## config.mk

```make
export PLATFORM = sky130hd
export DESIGN_NAME = irq_prio_resolver
export DESIGN_NICKNAME = d
export VERILOG_FILES = /design/src/rtl/irq_res_pkg.sv /design/src/rtl/irq_res_edge.sv /design/src/rtl/irq_res_regs.sv /design/src/rtl/irq_res_pick.sv /design/src/rtl/irq_prio_resolver.sv
export SDC_FILE = /design/constraint.sdc
export NUM_CORES = 1
export LEC_CHECK = 0
export ABC_AREA = 1
export CORE_UTILIZATION = 51
export CTS_CLUSTER_DIAMETER = 30
export DETAILED_ROUTE_END_ITERATION = 16
export PLACE_DENSITY = 0.95
export SLEW_MARGIN = 30
export SYNTH_ARGS = -nofsm -noshare
export SYNTH_HDL_FRONTEND = slang
export SYNTH_HIERARCHICAL = 1
export SYNTH_SLANG_ARGS = --single-unit
```

## constraint.sdc

```tcl
create_clock -name clk -period 4.31 [get_ports clk]
set_input_delay 0.431 -clock clk [delete_from_list [all_inputs] [get_ports clk]]
set_output_delay 0.431 -clock clk [all_outputs]
set_load 0.01 [all_outputs]
```

## src/rtl/irq_res_pkg.sv

```systemverilog
package irq_res_pkg;

    localparam int NUM_SYS      = 4;
    localparam int NUM_USR      = 12;
    localparam int NUM_LINES    = NUM_SYS + NUM_USR;
    localparam int IDX_W        = $clog2(NUM_LINES);
    localparam int VEC_W        = 24;
    localparam int STRIDE_LOG2  = 5;
    localparam int ADDR_W       = 2;

    typedef logic [NUM_LINES-1:0] line_vec_t;

    typedef enum logic [ADDR_W-1:0] {
        SEL_LATCH = 2'd0,
        SEL_MASK  = 2'd1,
        SEL_CTRL  = 2'd2,
        SEL_NONE  = 2'd3
    } reg_sel_e;

    typedef struct packed {
        logic             valid;
        logic [IDX_W-1:0] index;
        logic [VEC_W-1:0] vector;
    } grant_t;

    function automatic logic [VEC_W-1:0] vector_of(input logic [IDX_W-1:0] idx);
        return VEC_W'(idx) << STRIDE_LOG2;
    endfunction

    function automatic line_vec_t onehot_of(input logic [IDX_W-1:0] idx);
        return line_vec_t'(1) << idx;
    endfunction

endpackage

```

## src/rtl/irq_res_edge.sv

```systemverilog
module irq_res_edge #(
    parameter int W = irq_res_pkg::NUM_LINES
) (
    input  logic         clk,
    input  logic         rst,
    input  logic [W-1:0] req_i,
    output logic [W-1:0] rise_o
);
    for (genvar g = 0; g < W; g++) begin : g_line
        logic prev_q;
        always_ff @(posedge clk) begin
            if (rst) prev_q <= 1'b0;
            else     prev_q <= req_i[g];
        end
        assign rise_o[g] = req_i[g] & ~prev_q;
    end
endmodule

```

## src/rtl/irq_res_regs.sv

```systemverilog
module irq_res_regs
    import irq_res_pkg::*;
(
    input  logic      clk,
    input  logic      rst,
    input  logic      we_i,
    input  reg_sel_e  sel_i,
    input  line_vec_t wdata_i,
    input  line_vec_t rise_i,
    input  line_vec_t ack_clr_i,
    output line_vec_t latch_o,
    output line_vec_t mask_o,
    output logic      en_o,
    output line_vec_t rdata_o
);
    line_vec_t latch_q, mask_q, sw_clr;
    logic      en_q;

    always_comb begin
        sw_clr = '0;
        if (we_i && sel_i == SEL_LATCH) sw_clr = wdata_i;
    end

    always_ff @(posedge clk) begin
        if (rst) begin
            latch_q <= '0;
            mask_q  <= '0;
            en_q    <= 1'b0;
        end else begin
            // set dominates any clear landing in the same cycle
            latch_q <= (latch_q & ~(sw_clr | ack_clr_i)) | rise_i;
            if (we_i && sel_i == SEL_MASK) mask_q <= wdata_i;
            if (we_i && sel_i == SEL_CTRL) en_q   <= wdata_i[0];
        end
    end

    always_comb begin
        unique case (sel_i)
            SEL_LATCH: rdata_o = latch_q;
            SEL_MASK:  rdata_o = mask_q;
            SEL_CTRL:  rdata_o = line_vec_t'(en_q);
            default:   rdata_o = '0;
        endcase
    end

    assign latch_o = latch_q;
    assign mask_o  = mask_q;
    assign en_o    = en_q;
endmodule

```

## src/rtl/irq_res_pick.sv

```systemverilog
module irq_res_pick
    import irq_res_pkg::*;
(
    input  line_vec_t pend_i,
    input  logic      en_i,
    output grant_t    grant_o
);
    always_comb begin
        grant_o = '0;
        // descending scan: the last hit, the lowest index, is kept
        for (int i = NUM_LINES - 1; i >= 0; i--) begin
            if (pend_i[i]) begin
                grant_o.valid = en_i;
                grant_o.index = IDX_W'(i);
            end
        end
        grant_o.vector = grant_o.valid ? vector_of(grant_o.index) : '0;
    end
endmodule

```

## src/rtl/irq_prio_resolver.sv

```systemverilog
module irq_prio_resolver
    import irq_res_pkg::*;
(
    input  logic                 clk,
    input  logic                 rst,
    input  logic [NUM_SYS-1:0]   sys_req_i,
    input  logic [NUM_USR-1:0]   usr_req_i,
    input  logic                 reg_we_i,
    input  logic [ADDR_W-1:0]    reg_addr_i,
    input  logic [NUM_LINES-1:0] reg_wdata_i,
    output logic [NUM_LINES-1:0] reg_rdata_o,
    input  logic                 ack_i,
    output logic                 irq_valid_o,
    output logic [IDX_W-1:0]     irq_index_o,
    output logic [VEC_W-1:0]     irq_vector_o
);
    line_vec_t req_all, rise_vec, ack_clr, latch_q, mask_q, rdata;
    logic      en_q;
    grant_t    grant;

    assign req_all = {usr_req_i, sys_req_i};

    irq_res_edge #(.W(NUM_LINES)) u_edge (
        .clk    (clk),
        .rst    (rst),
        .req_i  (req_all),
        .rise_o (rise_vec)
    );

    assign ack_clr = (ack_i && grant.valid) ? onehot_of(grant.index) : '0;

    irq_res_regs u_regs (
        .clk       (clk),
        .rst       (rst),
        .we_i      (reg_we_i),
        .sel_i     (reg_sel_e'(reg_addr_i)),
        .wdata_i   (reg_wdata_i),
        .rise_i    (rise_vec),
        .ack_clr_i (ack_clr),
        .latch_o   (latch_q),
        .mask_o    (mask_q),
        .en_o      (en_q),
        .rdata_o   (rdata)
    );

    irq_res_pick u_pick (
        .pend_i  (latch_q & mask_q),
        .en_i    (en_q),
        .grant_o (grant)
    );

    assign reg_rdata_o  = rdata;
    assign irq_valid_o  = grant.valid;
    assign irq_index_o  = grant.index;
    assign irq_vector_o = grant.vector;
endmodule

```

### Word-level counts from Yosys, hierarchy flattened

Cells that the tools add are included.

* register bits: 49
* output and inout port bits: 45

* bitwise logic cells: 37
* muxes and demuxes: 20
* equal/unequal tests: 2
* reduce and logical (&&, ||, !) cells: 5
* shifts and indexed selects: 1

Operators with widths (count)
* two-way mux 5 bit: 16
* one-hot mux 16 bit (3 select lines): 1
* AND 16 bit: 2
* two-way mux 16 bit: 2
* OR 16 bit: 2
* AND 1 bit: 16
* NOT 1 bit: 16
* NOT 16 bit: 1
* left shift 1 x 4 -> 16 bit, first input constant: 1
* two-way mux 9 bit: 1
* logical AND 1 bit: 4
* == test 2 x 1 -> 1 bit, second input constant: 1
* == test 2 bit, second input constant: 1
* logical NOT 2 bit: 1

### Depth between registers and ports, before layout

* word-level depth: 23
* mapped depth: 25

### By module

The synthesis kept the hierarchy.

By module, submodules not included
* irq_res_regs: area an instance 1551.5 µm², cells each 234, instances 1
* irq_res_edge: area an instance 556.8 µm², cells each 66, instances 1
* irq_res_pick: area an instance 421.7 µm², cells each 85, instances 1
* irq_prio_resolver: area an instance 246.5 µm², cells each 63, instances 1

### Least setup slack after synthesis

OpenSTA, ideal clock, no wires.

* path type: register to register
* start: register u_regs.mask_q[14], in the netlist u_regs/mask_o[14]
* end: register u_regs.latch_q[12], in the netlist u_regs/latch_o[12]
* buffers on the path: 0
* stages on the path, launching flop included: 26
* clock period less this slack: 1.798 ns
* arrival time: 1.666 ns
* data required time: 4.178 ns
* slack: 2.512 ns
* library setup time: 0.132 ns
* path through: dfxtp_1 > nand2_1 > inv_1 > inv_1 > nand2_1 > nand2_1 > nand2_1 > nand2_1 > nand2_1 > nand2_1 > nand2_1 > nand2_1 > nand2_1 > nand2_1 > nand2_1 > nand2_1 > nand2_1 > nand2_1 > nand2_2 > inv_1 > nor2_1 > nand2_1 > nor2_1 > nor2_1 > nand2_1 > a21oi_1

* word-level cells in the longest chain between the ends: 22
* elaborated cells on any way between the ends: 23
* classes of those cells: 1 x shift; 16 x mux; 5 x bitwise; 1 x reduce/logical

RTL lines
* from (decl): line irq_res_regs.sv:16 `line_vec_t latch_q, mask_q, sw_clr;`
* from (signal assigned): line irq_res_regs.sv:32 `if (we_i && sel_i == SEL_MASK) mask_q <= wdata_i;`
* AND 16 bit: line irq_prio_resolver.sv:47 `.pend_i (latch_q & mask_q),`
* two-way mux 5 bit (15 in series): line irq_res_pick.sv:12 `if (pend_i[i]) begin`
* via irq_index_o[0]: line irq_prio_resolver.sv:14 `output logic [IDX_W-1:0] irq_index_o,`
* left shift 1 x 4 -> 16 bit: line irq_res_pkg.sv:31 `return line_vec_t'(1) << idx;`
* two-way mux 16 bit: line irq_prio_resolver.sv:30 `assign ack_clr = (ack_i && grant.valid) ? onehot_of(grant.index) : '0;`
* via ack_clr[12]: line irq_prio_resolver.sv:17 `line_vec_t req_all, rise_vec, ack_clr, latch_q, mask_q, rdata;`
* OR 16 bit: line irq_res_regs.sv:31 `latch_q <= (latch_q & ~(sw_clr | ack_clr_i)) | rise_i;`
* NOT 16 bit: line irq_res_regs.sv:31
* AND 16 bit: line irq_res_regs.sv:31
* OR 16 bit: line irq_res_regs.sv:31
* to (signal assigned): line irq_res_regs.sv:31
* to (decl): line irq_res_regs.sv:16

The timed path passes the listed nets, and every way through them passes these cells.
A chain may end at the register's enable or synchronous reset.

### Worst setup path in the final report

* start: input reg_addr_i[1]
* end: output reg_rdata_o[15]

* word-level cells in the longest chain between the ends: 2
* elaborated cells on any way between the ends: 4
* classes of those cells: 2 x eq/ne; 1 x mux; 1 x reduce/logical

RTL lines
* from (decl): line irq_prio_resolver.sv:9 `input logic [ADDR_W-1:0] reg_addr_i,`
* == test 2 bit, or another cell as far along: line irq_res_regs.sv:38 `unique case (sel_i)`
* one-hot mux 16 bit (3 select lines) *: line irq_res_regs.sv:38
* to (decl): line irq_prio_resolver.sv:11 `output logic [NUM_LINES-1:0] reg_rdata_o,`

Mark *: on every way between the ends. The rest lies on a longest branch, timed or not.

==> impl_metrics.py <==
metrics = {
    "pwr": {
        "p_leak_nw": 1.693,
        "p_per_area_nw_per_um2": 304.5,
        "ir_drop_mv": 0.2187,
        "comb_power_share_pct": 20.8,
        "pwr-share-clk_pct": 31.9,
        "pwr-share-seq_pct": 47.3,
        "p_int_mw": 0.7597,
        "p_switching_mw": 0.2851,
        "p_sw_share_pct": 27.28,
    },
    "sta": {
        "tightest_slew_ns": 0.7474,
        "period_needed_ns": 2.944,
        "clock_skew_ns": 0.01176,
        "relSlewSlack_pct": 50.02,
        "fin_setup_tns_ns": 0,
        "setup-violations-final": 0,
        "max_freq_mhz": 339.6,
        "finalHoldViolCount": 0,
        "whs_ns": 0.4830,
        "post-route-period-util_pct": 68.31,
        "rsz0062_at_grt": "false",
        "maxSlewViolCount": 0,
    },
    "synth": {
        "ys_seq_elements": 49,
        "yosys_warnings": 6,
        "synth-seq-area-share_pct": 35.33,
        "syn-mean-instance-area_um2": 6.197,
        "syn_inst": 448,
        "netlist-cell-type-count": 25,
        "syn_area_um2": 2776,
    },
    "place": {
        "dpl.hpwl_um": 5209,
        "portBuffers": 62,
        "place_congestion": 0.8852,
    },
    "setup_path": {
        "reg2regPathDepth": 24,
        "endpoint": "reg_rdata_o[15]",
        "reg2reg_to": "u_regs/latch_o[10]$_SDFF_PP0_",
        "required_ns": 3.88,
        "r2r_slack_ns": 2.12,
        "r2r-start": "u_regs/mask_o[13]$_SDFFE_PP0P_",
        "startpoint": "reg_addr_i[1]",
        "arrival_ns": 2.51,
        "critPathKind": "primary input to output pin",
        "path_max_fanout": 17,
        "end_kind": "output pin",
        "cp-start-kind": "primary input",
    },
    "routing": {
        "drtIter0Drc": 389,
        "drt-total-wl_um": 7195,
        "vias_per_cell": 5.057,
        "wl_per_cell_um": 12.49,
        "first_pass_iters": 5,
        "vias": 2913,
        "ant_nets": 0,
        "drcViolationCount": 0,
    },
    "grt": {
        "grt_max_degree": 35,
        "grt_pass1_wl_um": 11080,
        "grt_pass1_vias": 2626,
        "antenna_found_initial": 0,
        "track_usage_pct": 25.81,
        "overflow": 0,
    },
    "layout": {
        "final_common_cell": "nor2_1",
        "fin_util_pct": 66.33,
        "area_growth_pct": 23.57,
        "finalNetCount": 543,
        "num_antenna_cells": 0,
        "drive_gt1_share_pct": 8.300,
        "final_cell_mix": "nor2_1 (93), inv_1 (82), nand2_1 (68), clkdlybuf4s50_1 (62), dfxtp_1 (49)",
    },
    "floorplanning": {
        "start_util_pct": 53.68,
        "coreArea_um2": 5172,
        "io_pins": 83,
        "row_count": 26,
        "die_area_um2": 5743,
        "die_h_um": 75.79,
        "die_w_um": 75.79,
    },
    "clocking": {
        "cts-htree-levels": 2,
        "path_clk_slew_ns": 0.08,
        "clock_path_buffers": 2,
        "cts_setup_buffers": 0,
        "cts_tree": "done",
        "insertion_delay_ns": 0.30,
        "cts_inserted_buffers": 5,
        "cts.sinks": 49,
        "cts_resized": 0,
        "ctsHoldBuffers": 0,
        "root_buffer": "clkbuf_8",
    },
    "worst_hold_path": {
        "min_path_type": "flip-flop to flip-flop",
    },
    "run_status": {
        "outcome": "finished, final reports clean",
    },
    "run": {
        "max-cap-violations": 0,
    },
}
how the worst min path moves through the flow:
stage	depth (start not counted)	end	start	slack [ns]
global placement	3	u_regs/latch_o[7]$_SDFF_PP0_	u_edge/g_line[7].prev_q$_SDFF_PP0_	0.46
global route	3	u_regs/latch_o[10]$_SDFF_PP0_	u_edge/g_line[10].prev_q$_SDFF_PP0_	0.51
CTS	3	u_regs/latch_o[11]$_SDFF_PP0_	u_edge/g_line[11].prev_q$_SDFF_PP0_	0.48
floorplan	2	u_regs/en_o$_SDFFE_PP0P_	u_regs/en_o$_SDFFE_PP0P_	0.45
detailed placement	3	u_regs/latch_o[11]$_SDFF_PP0_	u_edge/g_line[11].prev_q$_SDFF_PP0_	0.47
finish	3	u_regs/latch_o[5]$_SDFF_PP0_	u_edge/g_line[5].prev_q$_SDFF_PP0_	0.48
flip-flops by register name, summed over array words and instances (netlist names):
register,cells
u_regs/latch_o,16
u_regs/en_o,1
u_edge/g_line.prev_q,16
u_regs/mask_o,16
stage by stage:
stage | setup WS [ns] | area [um2] | cells | total power [mW]
after floorplan | 2.512 | 2848 | 467 | 0.6407
after global placement | 1.468 | 3314 | 568 | 0.7054
after detailed placement | 1.430 | 3314 | 568 | 0.7144
after CTS | 1.427 | 3431 | 576 | 1.040
after global routing | 1.310 | 3431 | 576 | 1.089
final | 1.366 | 3431 | 576 | 1.045
final cells by class:
| class | instances | area [um2] |
|---|---|---|
| fill | 428 | 1742 |
| multi-input combinational | 285 | 1239 |
| sequential | 49 | 980.9 |
| timing repair buffer | 63 | 628.1 |
| inverter | 101 | 379.1 |
| tap | 70 | 87.58 |
| clock buffer | 7 | 86.33 |
| clock inverter | 1 | 30.03 |
synth_stat cells:
library cell   n  area [um2]
nor2_1        93       349.1
inv_1         82       307.8
nand2_1       68       255.2
dfxtp_1       49       980.9
nand3_1       33       165.2
o21ai_0       28       140.1
buf_4         23       172.7
a21oi_1       18       90.09
inv_2         18       67.56
nor2_2        11       68.82
buf_6          3       33.78
o21ai_1        3       15.01
buf_2          2       10.01
clkbuf_1       2       7.510
nand2_2        2       12.51
nor2_4         2       22.52
nor3_1         2       10.01
nor4_1         2       12.51
a21oi_2        1       8.760
buf_12         1       20.02
clkbuf_2       1       5.000
clkinv_1       1       3.750
conb_1         1       3.750
nand4_1        1       6.260
o211ai_1       1       7.510
routing by layer:
layer / routed length [um] / global-route usage [%] / share of wire, % / vias up
met3: 539 / 3.439 / 7.5 / 51
met1: 2812 / 30.22 / 39 / 1288
met2: 3540 / 46.31 / 49 / 170
met4: 303 / 12.35 / 4.2 / 0
met5: 0 / 0 / 0 / -
li1: - / - / - / 1404
critical path: stages:
cell and delay, ns:
clkdlybuf4s50_1 0.53, nor2_4 0.43, inv_2 0.24, o21ai_0 0.28, clkdlybuf4s50_1 0.59
power by group through the flow:
stage / clock network [mW] / logic, mW / registers (mW)
global placement: 0 / 0.203 / 0.503
global route: 0.352 / 0.239 / 0.498
floorplan: 0 / 0.140 / 0.501
detailed placement: 0 / 0.210 / 0.504
finish: 0.333 / 0.217 / 0.495
CTS: 0.334 / 0.213 / 0.494
logic make-up (layout without fill, tap and decap cells):
logic type / Yosys count / count (layout) / share of synthesized area, %
other: 1 / 20 / 0.1351
AOI/OAI and AO/OA: 51 / 51 / 9.419
DFF: 49 / 49 / 35.33
and+or+nand+nor: 214 / 214 / 32.49
buffers and inverters: 133 / 172 / 22.62
Note: power is estimated with default switching activity, not from simulation.
